$ cat config.mk
export PLATFORM = sky130hd
export DESIGN_NAME = tdm_chain_serializer
export DESIGN_NICKNAME = d
export VERILOG_FILES = /design/src/rtl/tdm_ser_pkg.sv /design/src/rtl/tdm_bit_timing.sv /design/src/rtl/tdm_chain_delay.sv /design/src/rtl/tdm_slot_shifter.sv /design/src/rtl/tdm_chain_serializer.sv
export SDC_FILE = /design/constraint.sdc
export NUM_CORES = 1
export LEC_CHECK = 0
export BUFFER_PORTS_ARGS = -buffer_cell sky130_fd_sc_hd__buf_4
export CAP_MARGIN = 20
export CORE_MARGIN = 5
export CORE_UTILIZATION = 35
export CTS_BUF_LIST = sky130_fd_sc_hd__clkbuf_4 sky130_fd_sc_hd__clkbuf_8
export CTS_CLUSTER_SIZE = 30
export DETAILED_ROUTE_END_ITERATION = 12
export GPL_TIMING_DRIVEN = 1
export PLACE_DENSITY_LB_ADDON = 0.2
export REMOVE_ABC_BUFFERS = 1
export SLEW_MARGIN = 20
export SYNTH_ARGS = -nofsm -noshare
export SYNTH_HDL_FRONTEND = slang
export SYNTH_SLANG_ARGS = --single-unit
$ cat constraint.sdc
create_clock -name clk -period 2.73 [get_ports clk]
set_input_delay 0.4095 -clock clk [delete_from_list [all_inputs] [get_ports clk]]
set_output_delay 0.4095 -clock clk [all_outputs]
set_load 0.01 [all_outputs]
$ cat src/rtl/tdm_ser_pkg.sv
// Package: shared constants and word-length helpers for the TDM serializer.
// Assumes a fixed 32-bit slot with samples presented left-justified.
package tdm_ser_pkg;

    localparam int SLOT_W = 32;

    typedef enum logic [1:0] {
        WL_16 = 2'd0,
        WL_20 = 2'd1,
        WL_24 = 2'd2,
        WL_32 = 2'd3
    } wlen_e;

    // Number of valid sample bits for a word-length select code.
    function automatic logic [5:0] wlen_bits(input logic [1:0] sel);
        case (sel)
            2'd0:    return 6'd16;
            2'd1:    return 6'd20;
            2'd2:    return 6'd24;
            default: return 6'd32;
        endcase
    endfunction

    // Keep-mask with ones on the top wlen_bits positions of a slot.
    function automatic logic [SLOT_W-1:0] wlen_mask(input logic [1:0] sel);
        logic [SLOT_W-1:0] m;
        for (int i = 0; i < SLOT_W; i++) begin
            m[i] = ((SLOT_W - i) <= int'(wlen_bits(sel)));
        end
        return m;
    endfunction

endpackage

$ cat src/rtl/tdm_bit_timing.sv
// Module: tdm_bit_timing
// Produces single-cycle falling/rising bit-clock ticks in the system clock
// domain, plus the frame-sync level and the synchronized chain bit.
// Slave: external bclk/fsync/chain pass through SYNC_STAGES flops and bclk
// edges are detected. Master: clk is divided by CLK_DIV into a bit clock and
// a 50% frame sync of FRAME_BCLKS bits changing on falling edges.
// Assumes: CLK_DIV even and >= 2; master_en only changes under reset.
module tdm_bit_timing #(
    parameter int CLK_DIV     = 8,
    parameter int FRAME_BCLKS = 256,
    parameter int SYNC_STAGES = 2
) (
    input  logic clk,
    input  logic rst_n,
    input  logic master_en,
    input  logic bclk_in,
    input  logic fsync_in,
    input  logic chain_in,
    output logic fall_tick,
    output logic rise_tick,
    output logic fs_level,
    output logic chain_bit,
    output logic bclk_o,
    output logic fsync_o
);

    localparam int HALF       = CLK_DIV / 2;
    localparam int DIV_W      = (HALF > 1) ? $clog2(HALF) : 1;
    localparam int HALF_FRAME = FRAME_BCLKS / 2;
    localparam int MB_W       = $clog2(FRAME_BCLKS);

    logic [2:0]       sync_q [SYNC_STAGES];
    logic             bclk_s, fs_s;
    logic             bclk_prev_q;
    logic             slv_fall, slv_rise;
    logic [DIV_W-1:0] div_q;
    logic             div_term;
    logic             bclk_q, fsync_q;
    logic [MB_W-1:0]  mbit_q, mbit_nxt;
    logic             mst_fall, mst_rise;

    // Synchronizer chain for bclk, fsync and chain data (bit order 2..0).
    always_ff @(posedge clk) begin
        if (!rst_n) begin
            for (int s = 0; s < SYNC_STAGES; s++) sync_q[s] <= '0;
        end else begin
            sync_q[0] <= {bclk_in, fsync_in, chain_in};
            for (int s = 1; s < SYNC_STAGES; s++) sync_q[s] <= sync_q[s-1];
        end
    end

    assign bclk_s    = sync_q[SYNC_STAGES-1][2];
    assign fs_s      = sync_q[SYNC_STAGES-1][1];
    assign chain_bit = sync_q[SYNC_STAGES-1][0];

    // Previous synchronized bit clock, for slave edge detection.
    always_ff @(posedge clk) begin
        if (!rst_n) bclk_prev_q <= 1'b0;
        else        bclk_prev_q <= bclk_s;
    end

    assign slv_fall = bclk_prev_q & ~bclk_s;
    assign slv_rise = ~bclk_prev_q & bclk_s;

    assign div_term = (div_q == DIV_W'(HALF - 1));
    assign mst_fall = div_term & bclk_q;
    assign mst_rise = div_term & ~bclk_q;
    assign mbit_nxt = (mbit_q == MB_W'(FRAME_BCLKS - 1)) ? '0 : mbit_q + 1'b1;

    // Master divider, bit clock and frame counter; idle when in slave mode.
    always_ff @(posedge clk) begin
        if (!rst_n || !master_en) begin
            div_q   <= '0;
            bclk_q  <= 1'b0;
            fsync_q <= 1'b0;
            mbit_q  <= MB_W'(FRAME_BCLKS - 1);
        end else begin
            div_q <= div_term ? '0 : div_q + 1'b1;
            if (div_term) bclk_q <= ~bclk_q;
            if (mst_fall) begin
                mbit_q  <= mbit_nxt;
                fsync_q <= (int'(mbit_nxt) < HALF_FRAME);
            end
        end
    end

    assign fall_tick = master_en ? mst_fall : slv_fall;
    assign rise_tick = master_en ? mst_rise : slv_rise;
    assign fs_level  = master_en ? fsync_q  : fs_s;
    assign bclk_o    = bclk_q;
    assign fsync_o   = fsync_q;

    // A tick is either a falling or a rising edge, never both.
    p_tick_excl_r1: assert property (@(posedge clk) disable iff (!rst_n)
        $onehot0({fall_tick, rise_tick}));

    // Generated frame sync moves only with a falling bit clock.
    p_fsync_on_fall_r8: assert property (@(posedge clk) disable iff (!rst_n || !master_en)
        !$stable(fsync_q) |-> $fell(bclk_q));

endmodule

$ cat src/rtl/tdm_chain_delay.sv
// Module: tdm_chain_delay
// Delays the upstream serial stream by DEPTH bit clocks. One bit is taken
// per rising-edge tick; the oldest bit is presented on dout.
// Assumes shift_en is a single-cycle tick.
module tdm_chain_delay #(
    parameter int DEPTH = 64
) (
    input  logic clk,
    input  logic rst_n,
    input  logic shift_en,
    input  logic din,
    output logic dout
);

    logic [DEPTH-1:0] line_q;

    // Shift one chain bit in on each rising bit-clock tick.
    always_ff @(posedge clk) begin
        if (!rst_n)        line_q <= '0;
        else if (shift_en) line_q <= {line_q[DEPTH-2:0], din};
    end

    assign dout = line_q[DEPTH-1];

    // The newest entry is the chain bit present at the tick.
    p_delay_entry_r5: assert property (@(posedge clk) disable iff (!rst_n)
        shift_en |=> (line_q[0] == $past(din)));

endmodule

$ cat src/rtl/tdm_slot_shifter.sv
// Module: tdm_slot_shifter
// Detects frame start, captures the masked sample slots and shifts them out
// MSB first on falling ticks, then forwards the delayed chain bit.
// Assumes samples_i holds slot 0 in its top SLOT_W bits.
module tdm_slot_shifter
    import tdm_ser_pkg::*;
#(
    parameter int CHANS = 2
) (
    input  logic                      clk,
    input  logic                      rst_n,
    input  logic                      fall_tick,
    input  logic                      rise_tick,
    input  logic                      fs_level,
    input  logic [CHANS*SLOT_W-1:0]   samples_i,
    input  logic [1:0]                wlen_i,
    input  logic                      chain_q,
    output logic                      sdata_o
);

    localparam int OWN_BITS = CHANS * SLOT_W;
    localparam int CNT_W    = $clog2(OWN_BITS + 1);
    localparam int POS_W    = $clog2(SLOT_W);

    logic [OWN_BITS-1:0] load_w;
    logic [OWN_BITS-1:0] shreg_q;
    logic [CNT_W-1:0]    cnt_q;
    logic [1:0]          wl_q;
    logic                fs_at_rise_q, fs_at_fall_q;
    logic                frame_start;
    logic                own_phase;

    // Apply the word-length mask to each slot.
    for (genvar g = 0; g < CHANS; g++) begin : g_slot
        assign load_w[OWN_BITS-1-g*SLOT_W -: SLOT_W] =
            samples_i[OWN_BITS-1-g*SLOT_W -: SLOT_W] & wlen_mask(wlen_i);
    end

    // Frame sync as seen on the rising bit-clock edge.
    always_ff @(posedge clk) begin
        if (!rst_n)         fs_at_rise_q <= 1'b0;
        else if (rise_tick) fs_at_rise_q <= fs_level;
    end

    // The rising-edge view, one falling edge later, for edge detection.
    always_ff @(posedge clk) begin
        if (!rst_n)         fs_at_fall_q <= 1'b0;
        else if (fall_tick) fs_at_fall_q <= fs_at_rise_q;
    end

    assign frame_start = fall_tick & fs_at_rise_q & ~fs_at_fall_q;
    assign own_phase   = (cnt_q < CNT_W'(OWN_BITS));

    // Load, shift and chain-forward the serial output on falling ticks.
    always_ff @(posedge clk) begin
        if (!rst_n) begin
            shreg_q <= '0;
            cnt_q   <= CNT_W'(OWN_BITS);
            wl_q    <= WL_32;
            sdata_o <= 1'b0;
        end else if (fall_tick) begin
            if (frame_start) begin
                sdata_o <= load_w[OWN_BITS-1];
                shreg_q <= {load_w[OWN_BITS-2:0], 1'b0};
                cnt_q   <= CNT_W'(1);
                wl_q    <= wlen_i;
            end else if (own_phase) begin
                sdata_o <= shreg_q[OWN_BITS-1];
                shreg_q <= {shreg_q[OWN_BITS-2:0], 1'b0};
                cnt_q   <= cnt_q + 1'b1;
            end else begin
                sdata_o <= chain_q;
            end
        end
    end

    // Output moves only on a falling bit-clock tick.
    p_hold_between_r1: assert property (@(posedge clk) disable iff (!rst_n)
        !fall_tick |=> $stable(sdata_o));

    // Slot positions below the captured word length go out as zero.
    p_pad_zero_r3: assert property (@(posedge clk) disable iff (!rst_n)
        (fall_tick && !frame_start && own_phase &&
         (int'(cnt_q[POS_W-1:0]) >= int'(wlen_bits(wl_q)))) |=> !sdata_o);

endmodule

$ cat src/rtl/tdm_chain_serializer.sv
// Module: tdm_chain_serializer (top)
// Chainable TDM serializer: the local stereo pair in the first two 32-bit
// slots, then upstream data delayed by two slots. Master or slave framing.
// Assumes master_en is changed only while rst_n is low.
module tdm_chain_serializer
    import tdm_ser_pkg::*;
#(
    parameter int CLK_DIV     = 8,
    parameter int FRAME_BCLKS = 256,
    parameter int SYNC_STAGES = 2
) (
    input  logic        clk,
    input  logic        rst_n,
    input  logic        master_en,
    input  logic [1:0]  wlen_i,
    input  logic [31:0] left_i,
    input  logic [31:0] right_i,
    input  logic        bclk_in,
    input  logic        fsync_in,
    input  logic        chain_in,
    output logic        sdata_o,
    output logic        bclk_o,
    output logic        fsync_o
);

    localparam int CHANS    = 2;
    localparam int OWN_BITS = CHANS * SLOT_W;

    logic fall_tick, rise_tick, fs_level, chain_bit, chain_late;

    tdm_bit_timing #(
        .CLK_DIV     (CLK_DIV),
        .FRAME_BCLKS (FRAME_BCLKS),
        .SYNC_STAGES (SYNC_STAGES)
    ) u_timing (
        .clk       (clk),
        .rst_n     (rst_n),
        .master_en (master_en),
        .bclk_in   (bclk_in),
        .fsync_in  (fsync_in),
        .chain_in  (chain_in),
        .fall_tick (fall_tick),
        .rise_tick (rise_tick),
        .fs_level  (fs_level),
        .chain_bit (chain_bit),
        .bclk_o    (bclk_o),
        .fsync_o   (fsync_o)
    );

    tdm_chain_delay #(
        .DEPTH (OWN_BITS)
    ) u_delay (
        .clk      (clk),
        .rst_n    (rst_n),
        .shift_en (rise_tick),
        .din      (chain_bit),
        .dout     (chain_late)
    );

    tdm_slot_shifter #(
        .CHANS (CHANS)
    ) u_shift (
        .clk       (clk),
        .rst_n     (rst_n),
        .fall_tick (fall_tick),
        .rise_tick (rise_tick),
        .fs_level  (fs_level),
        .samples_i ({left_i, right_i}),
        .wlen_i    (wlen_i),
        .chain_q   (chain_late),
        .sdata_o   (sdata_o)
    );

    // Generated clock outputs stay quiet in slave mode.
    p_slave_quiet_r10: assert property (@(posedge clk) disable iff (!rst_n)
        !master_en |=> (!bclk_o && !fsync_o));

endmodule

==> impl_metrics.csv, run 1 <==
group,metric,value,unit
status,status,"finished, final reports clean",
floorplan,placeable_core_region,17800,um2
timing,setup_viol,0,
route,post_drt_via_cell_ratio,5.09,
worst_setup_path,critical-path-max-stage-delay,0.51,ns
timing,timing_hold_violations_final,0,
cts,cts.repair_timing.setup_buffer_count,0,
timing,timing.clock.skew,0.0102,ns
route,route.detailed.drc,0,
worst_setup_path,cp_top_family,"compound AO/OA/AOI/OAI gates",
logic_synthesis,synth_async_sr_flop_share,0,%
power_and_ir_drop,power.density,588,nW/um2
layout,synthesis_to_layout_area_growth,18.8,%
route,avgRoutedWirePerCell,13.4,um
floorplan,initial_core_util,35.2,%
global_route,first_global_vias,4949,
logic_synthesis,cell_area_after_synthesis,6280,um2
cts,clock_latency,0.45,ns
worst_setup_path,cp.required,3.09,ns
worst_setup_path,critical_path.endpoint_type,"register",
layout,antenna_cells,0,
logic_synthesis,post_synth_main_area_contributors,"dfxtp_1 50%, nand2_1 11%, a21boi_0 9.7%, o21ai_0 2.9%, o211a_1 2.9%",
placed_design,routabilityCongestion,0.776,
global_route,global_route.overflow_total,0,
cts,number_of_levels_the_h_tree_was_split_into,4,
placed_design,io_buffer_count,74,
timing,final_max_slew_viol_count,0,
cts,cts_max_path_buffers,2,
logic_synthesis,yosysSeqAreaShare,49.7,%
global_route,grt_max_degree,57,
logic_synthesis,synth.lib_cells_used.distinct,48,
floorplan,floorplan.die_area,20700,um2
worst_setup_path,critPathMaxFanout,20,
floorplan,num_rows,49,
worst_setup_path,cp_cell_sequence,"ha_1 -> nand3_1 -> a21o_1 -> nand2_1 -> a311oi_1",
timing,grt_setup_unrepaired,"no",
logic_synthesis,number_of_register_bits_inferred_by_synthesis,156,
global_route,track_usage,13.7,%
logic_synthesis,yosys.area.top_type,"dfxtp_1",
timing,clock_period_minus_worst_slack,2.29,ns
hold_path,worstHoldPathType,"input port to register",
logic_synthesis,synth_edf_count,0,
timing,max_slew.worst_pin.slew,0.682,ns
cts,number_of_buffers_created_by_cts,17,
flow_run,cap_viol_max_count,0,
layout,layout.nets,840,
layout,commonest_cells_after_routing_fill_and_taps_aside,"190 x nand2_1, 156 x dfxtp_1, 88 x buf_4",
placed_design,place_area,7010,um2
cts,ctsHoldBuffers,0,
route,route.vias.total,5121,
floorplan,fp.dieW,144,um
route,drt-pass1-iter-count,5,
logic_synthesis,syn-instance-count,714,
global_route,grt_antenna_before_repair,0,
worst_setup_path,cp-start-kind,"register",
layout,layout_commonest_cell,"nand2_1",
route,drtAntennaViolNets,0,
logic_synthesis,synth_flop_cell,"dfxtp_1",
floorplan,design.portCount,75,
logic_synthesis,post_synth.cell_area_avg,8.80,um2
timing,highest_clock_rate,437,MHz
timing,min_period_over_period,83.7,%
cts,cts.repair.resized,0,
cts,cts-root-buf,"clkbuf_8",
timing,worst_hold_slack,0.154,ns
logic_synthesis,synth_top_area_share,49.7,%
layout,n_fill_cell,1786,
global_route,first_pass_grt_wire_length,23300,um
layout,drive_above_1_share,16.3,%
power_and_ir_drop,leakage,2.93,nW
power_and_ir_drop,power.ir.vdd_worst,0.000306,V
cts,cts_sinks,156,
placed_design,detailedPlacementHpwl,8960,um
timing,timing.max_slew.rel_slack,54.5,%
cts,tritoncts,"done",
floorplan,floorplan.die.height,144,um
worst_setup_path,critPathArrivalTime,2.64,ns
cts,cts.clk_slew.worst_paths,0.08,ns
worst_setup_path,cpMaxStageDelayCell,"nand2_1",
worst_setup_path,timing.setup.critical_path_class,"register to register",
logic_synthesis,synthesis.yosys.warnings,0,
layout,design_area,7460,um2
route,drt-total-wl,13500,um
route,dr.first_iter.drc_count,371,
worst_setup_path,critPathBufInv,0,
==> power by group <==
part / total, mW / switching [mW] / internal (mW)
Sequential: 2.29 / 0.00395 / 2.28
Combinational: 0.193 / 0.0943 / 0.0986
Clock: 1.91 / 0.833 / 1.07
==> logic make-up after synthesis <==
kind of cell / synth area share [%]
muxes: 2.71
xor gates and xnor gates: 0.697
and+or+nand+nor: 17.9
buffers and inverters: 3.91
adders and majority gates: 0.598
AOI/OAI and AO/OA: 24.5
DFF: 49.7
==> registers in the layout, indices dropped and copies added (netlist names) <==
| signal | flops |
|---|---|
| u_timing.mbit_q | 8 |
| u_delay.line_q | 64 |
| u_timing.bclk_o | 1 |
| u_shift.fs_at_fall_q | 1 |
| u_timing.bclk_prev_q | 1 |
| u_timing.div_q | 2 |
| u_timing.sync_q | 6 |
| u_shift.sdata_o | 1 |
| u_shift.fs_at_rise_q | 1 |
| u_shift.shreg_q | 63 |
| u_shift.cnt_q | 7 |
| u_timing.fsync_o | 1 |
==> layout make-up <==
class                      count  area, um2  area share [%]
clock buffer                  21        283            3.79
tap                          229        287            3.84
timing repair buffer          89        681            9.12
clock inverter                11        165            2.21
sequential                   156       3120            41.9
multi-input combinational    501       2920            39.2
==> per-layer routing <==
layer  vias to the layer above  global-route usage (%)  share of wire, %  wire length, um
met2                       105                    21.2                45             6040
met5                         -                       0                 0                0
met3                        18                    3.99               4.6              627
li1                       2591                       -                 -                -
met1                      2407                    18.5                49             6670
met4                         0                    4.56               1.5              197
==> synth_stat cells (14+ instances only) <==
cell type  number
nand2_1       190
dfxtp_1       156
a21boi_0       81
clkbuf_1       41
o21ai_0        37
nor2_1         23
nor3_1         21
o211a_1        18
mux2i_1        17
a32oi_1        16
o2bb2ai_1      15
a31oi_1        14
==> through the flow <==
step                      worst slack [ns]  instances  setup TNS (ns)  utilization (%)  power [mW]
after CTS                            0.417       1007               0             41.8        4.46
after global routing                 0.129       1007               0             41.8        4.56
after floorplan                     -0.652        657          -41.72                -        2.39
after global placement               0.486        975               0             39.3        2.53
final                                0.444       1007               0             41.8        4.39
after detailed placement             0.419        975               0             39.3        2.53
==> worst paths after layout <==
| path | start | end | slack, ns | cells after the start |
|---|---|---|---|---|
| hold / removal | left_i[5] | u_shift.shreg_q[38] | 0.15 | 2 |
| hold reg to reg | u_timing.sync_q[0][0] | u_timing.sync_q[0][3] | 0.44 | 1 |
| setup / recovery | u_timing.div_q[0] | u_shift.cnt_q[2] | 0.44 | 5 |
| setup reg to reg | u_timing.div_q[0] | u_shift.cnt_q[2] | 0.44 | 5 |
Power figures use the tool's default switching activity.
==> run 2: changes to the inputs <==
Settings changed: ABC_AREA set to 1.
Clock period 2.73 ns to 2.4 ns, I/O delays scaled along.
==> impl_metrics.csv, run 2 <==
group,metric,value,unit
logic_synthesis,synth_top_area_share,45.3,%
power_and_ir_drop,power.density,612,nW/um2
logic_synthesis,cell_area_after_synthesis,6900,um2
logic_synthesis,number_of_register_bits_inferred_by_synthesis,156,
logic_synthesis,synth_async_sr_flop_share,0,%
worst_setup_path,timing.setup.critical_path_class,"register to register",
route,drtAntennaViolNets,0,
worst_setup_path,critical_path.endpoint_type,"register",
global_route,first_pass_grt_wire_length,25800,um
status,status,"finished, final reports clean",
hold_path,worst_hold_startpoint,"bclk_in",
placed_design,routabilityCongestion,0.758,
logic_synthesis,main_combinational_cell_family_by_area_after_synthesis,"simple AND/OR/NAND/NOR gates",
global_route,grt_max_degree,92,
hold_path,worstHoldPathType,"input port to register",
global_route,grt_antenna_before_repair,0,
timing,highest_clock_rate,494,MHz
route,avgRoutedWirePerCell,11.9,um
worst_setup_path,critPathLaunch,"u_timing.div_q[0]",
global_route,track_usage,13.9,%
logic_synthesis,synth_simple_gate_area_share,26.9,%
logic_synthesis,synthesis.yosys.warnings,0,
logic_synthesis,yosys.area.top_type,"dfxtp_1",
route,drt-total-wl,15400,um
logic_synthesis,synth_edf_count,0,
route,post_drt_via_cell_ratio,4.59,
route,drt-pass1-iter-count,4,
cts,cts.repair_timing.setup_buffer_count,0,
flow_run,cap_viol_max_count,0,
placed_design,io_buffer_count,74,
layout,layout_top_registers,"u_delay.line_q: 64 flops, u_shift.shreg_q: 63 flops, u_timing.mbit_q: 8 flops",
floorplan,fp.dieW,150,um
logic_synthesis,synth.lib_cells_used.distinct,31,
logic_synthesis,post_synth.cell_area_avg,7.10,um2
cts,number_of_buffers_created_by_cts,17,
timing,max_slew.worst_pin.slew,0.631,ns
worst_setup_path,cp-start-kind,"register",
timing,timing.max_slew.rel_slack,57.9,%
floorplan,design.portCount,75,
route,dr.first_iter.drc_count,382,
layout,commonest_cells_after_routing_fill_and_taps_aside,"167 x nand2_1, 156 x dfxtp_1, 150 x inv_1",
cts,number_of_levels_the_h_tree_was_split_into,4,
logic_synthesis,yosys.area_share.xor_xnor,0.381,%
cts,clock_latency,0.46,ns
floorplan,placeable_core_region,19500,um2
cts,tritoncts,"done",
floorplan,floorplan.die_area,22600,um2
worst_setup_path,cp.required,2.79,ns
cts,ctsHoldBuffers,0,
layout,synthesis_to_layout_area_growth,16.1,%
logic_synthesis,synth_top_cells_by_count,"167 x nand2_1, 156 x dfxtp_1, 150 x inv_1, 101 x nand3_1, 98 x nor2_1",
logic_synthesis,synth-compound-area-share,13.7,%
floorplan,initial_core_util,35.4,%
power_and_ir_drop,leakage,3.61,nW
timing,final_critical_path_setup_slack,0.377,ns
timing,grt_setup_unrepaired,"no",
global_route,first_global_vias,5417,
cts,cts_max_path_buffers,2,
floorplan,num_rows,51,
power_and_ir_drop,power.ir.vdd_worst,0.000470,V
global_route,global_route.overflow_total,0,
route,route.vias.total,5922,
placed_design,dpl_ws,0.379,ns
floorplan,floorplan.die.height,150,um
logic_synthesis,syn-instance-count,971,
timing,timing.clock.skew,0.0137,ns
worst_setup_path,critPathMaxFanout,24,
cts,cts.clk_slew.worst_paths,0.10,ns
layout,antenna_cells,0,
route,route.detailed.drc,0,
layout,drive_above_1_share,12.9,%
layout,layout_commonest_cell,"nand2_1",
cts,cts.repair.resized,0,
logic_synthesis,post_synth_main_area_contributors,"dfxtp_1 45%, nand2_1 9.1%, inv_1 8.2%, nand3_1 7.3%, o21ai_0 5.4%",
logic_synthesis,synth-adder-area-share,0.544,%
timing,final_max_slew_viol_count,0,
logic_synthesis,synth_flop_cell,"dfxtp_1",
cts,cts-root-buf,"clkbuf_8",
worst_setup_path,critPathArrivalTime,2.41,ns
cts,cts_sinks,156,
timing,min_period_over_period,84.3,%
logic_synthesis,yosysSeqAreaShare,45.3,%
placed_design,detailedPlacementHpwl,9350,um
worst_setup_path,launch_point_of_the_worst_reg_to_reg_path,"u_timing.div_q[0]",
logic_synthesis,yosys-mux-area-fraction,0,%
layout,layout.nets,1086,
layout,largest-register,"u_delay.line_q",
layout,largest_reg_flops,64,
timing,setup_viol,0,
timing,timing_hold_violations_final,0,
timing,clock_period_minus_worst_slack,2.02,ns
layout,final_core_util,41.2,%
logic_synthesis,synth_most_common_cell,"nand2_1",
-- run 2: cell types whose count changed after synthesis, moves of 15 or more --
cell / before / now
a21oi_1: 9 / 51
nand3_1: 5 / 101
nor2_1: 23 / 98
a32oi_1: 16 / 0
o211a_1: 18 / 0
nand4_1: 1 / 37
nor3_1: 21 / 5
a21boi_0: 81 / 0
o21ai_0: 37 / 75
mux2i_1: 17 / 0
o2bb2ai_1: 15 / 0
nand2_1: 190 / 167
a211oi_1: 1 / 32
inv_1: 0 / 150
-- run 2: cell type report --
type,count,area (um2)
inverters,155,582
well taps,265,332
fillers,2101,11500
flip-flops and latches,156,3120
multi-input cells,594,2870
repair buffers,87,716
clock buffers,17,234
clock inverters,15,154
-- run 2: through the flow --
step           cell area (um2)  cells  total power, mW  TNS (ns)  hold slack [ns]
3_5_place_dp              7620   1257             3.05         0            0.400
6_report                  8010   1289             4.90         0           0.0783
2_1_floorplan             6570    905             2.87    -30.62            0.390
4_1_cts                   8010   1289             4.98         0           0.0462
5_1_grt                   8010   1289             5.13         0           0.0644
3_3_place_gp              7620   1257             3.05         0            0.401
-- run 2: final timing paths --
kind,endpoint,slack (ns),cells past startpoint
setup / recovery,u_shift.shreg_q[1],0.38,7
hold / removal,u_timing.sync_q[0][2],0.08,3
setup reg to reg,u_shift.shreg_q[1],0.38,7
hold reg to reg,u_timing.sync_q[0][5],0.42,2
-- run 2: layer usage --
metal / part of all wire, % / vias up / GRT usage [%]
li1: - / 3201 / -
met2: 44 / 83 / 21.1
met1: 50 / 2621 / 19.5
met4: 1.3 / 0 / 4.07
met3: 4.8 / 17 / 3.76
met5: 0 / - / 0
-- run 2: where the power goes --
group | leakage [nW] | total (mW) | switching [mW] | internal [mW]
combinational | 2.16 | 0.324 | 0.182 | 0.141
sequential | 1.26 | 2.67 | 0.0212 | 2.64
clock | 0.189 | 1.91 | 1.14 | 0.775
total | 3.61 | 4.90 | 1.34 | 3.56
-- run 2: worst max-delay path, stage by stage (launching register included) --
cell and delay (ns):
dfxtp_1 0.34, ha_1 0.25, nand2_2 0.18, nand2_4 0.13, nand4_4 0.36, nor2_4 0.47
nand2_1 0.09, a21oi_1 0.13
-- run 2: kinds of logic (layout without fill, tap and decap cells) --
group,count (synthesis),count (layout)
adder cells (fa/ha/maj),3,3
flip-flops,156,156
AO/OA/AOI/OAI,171,171
buffers and inverters,221,274
XOR/XNOR,3,3
AND/OR/NAND/NOR,417,417
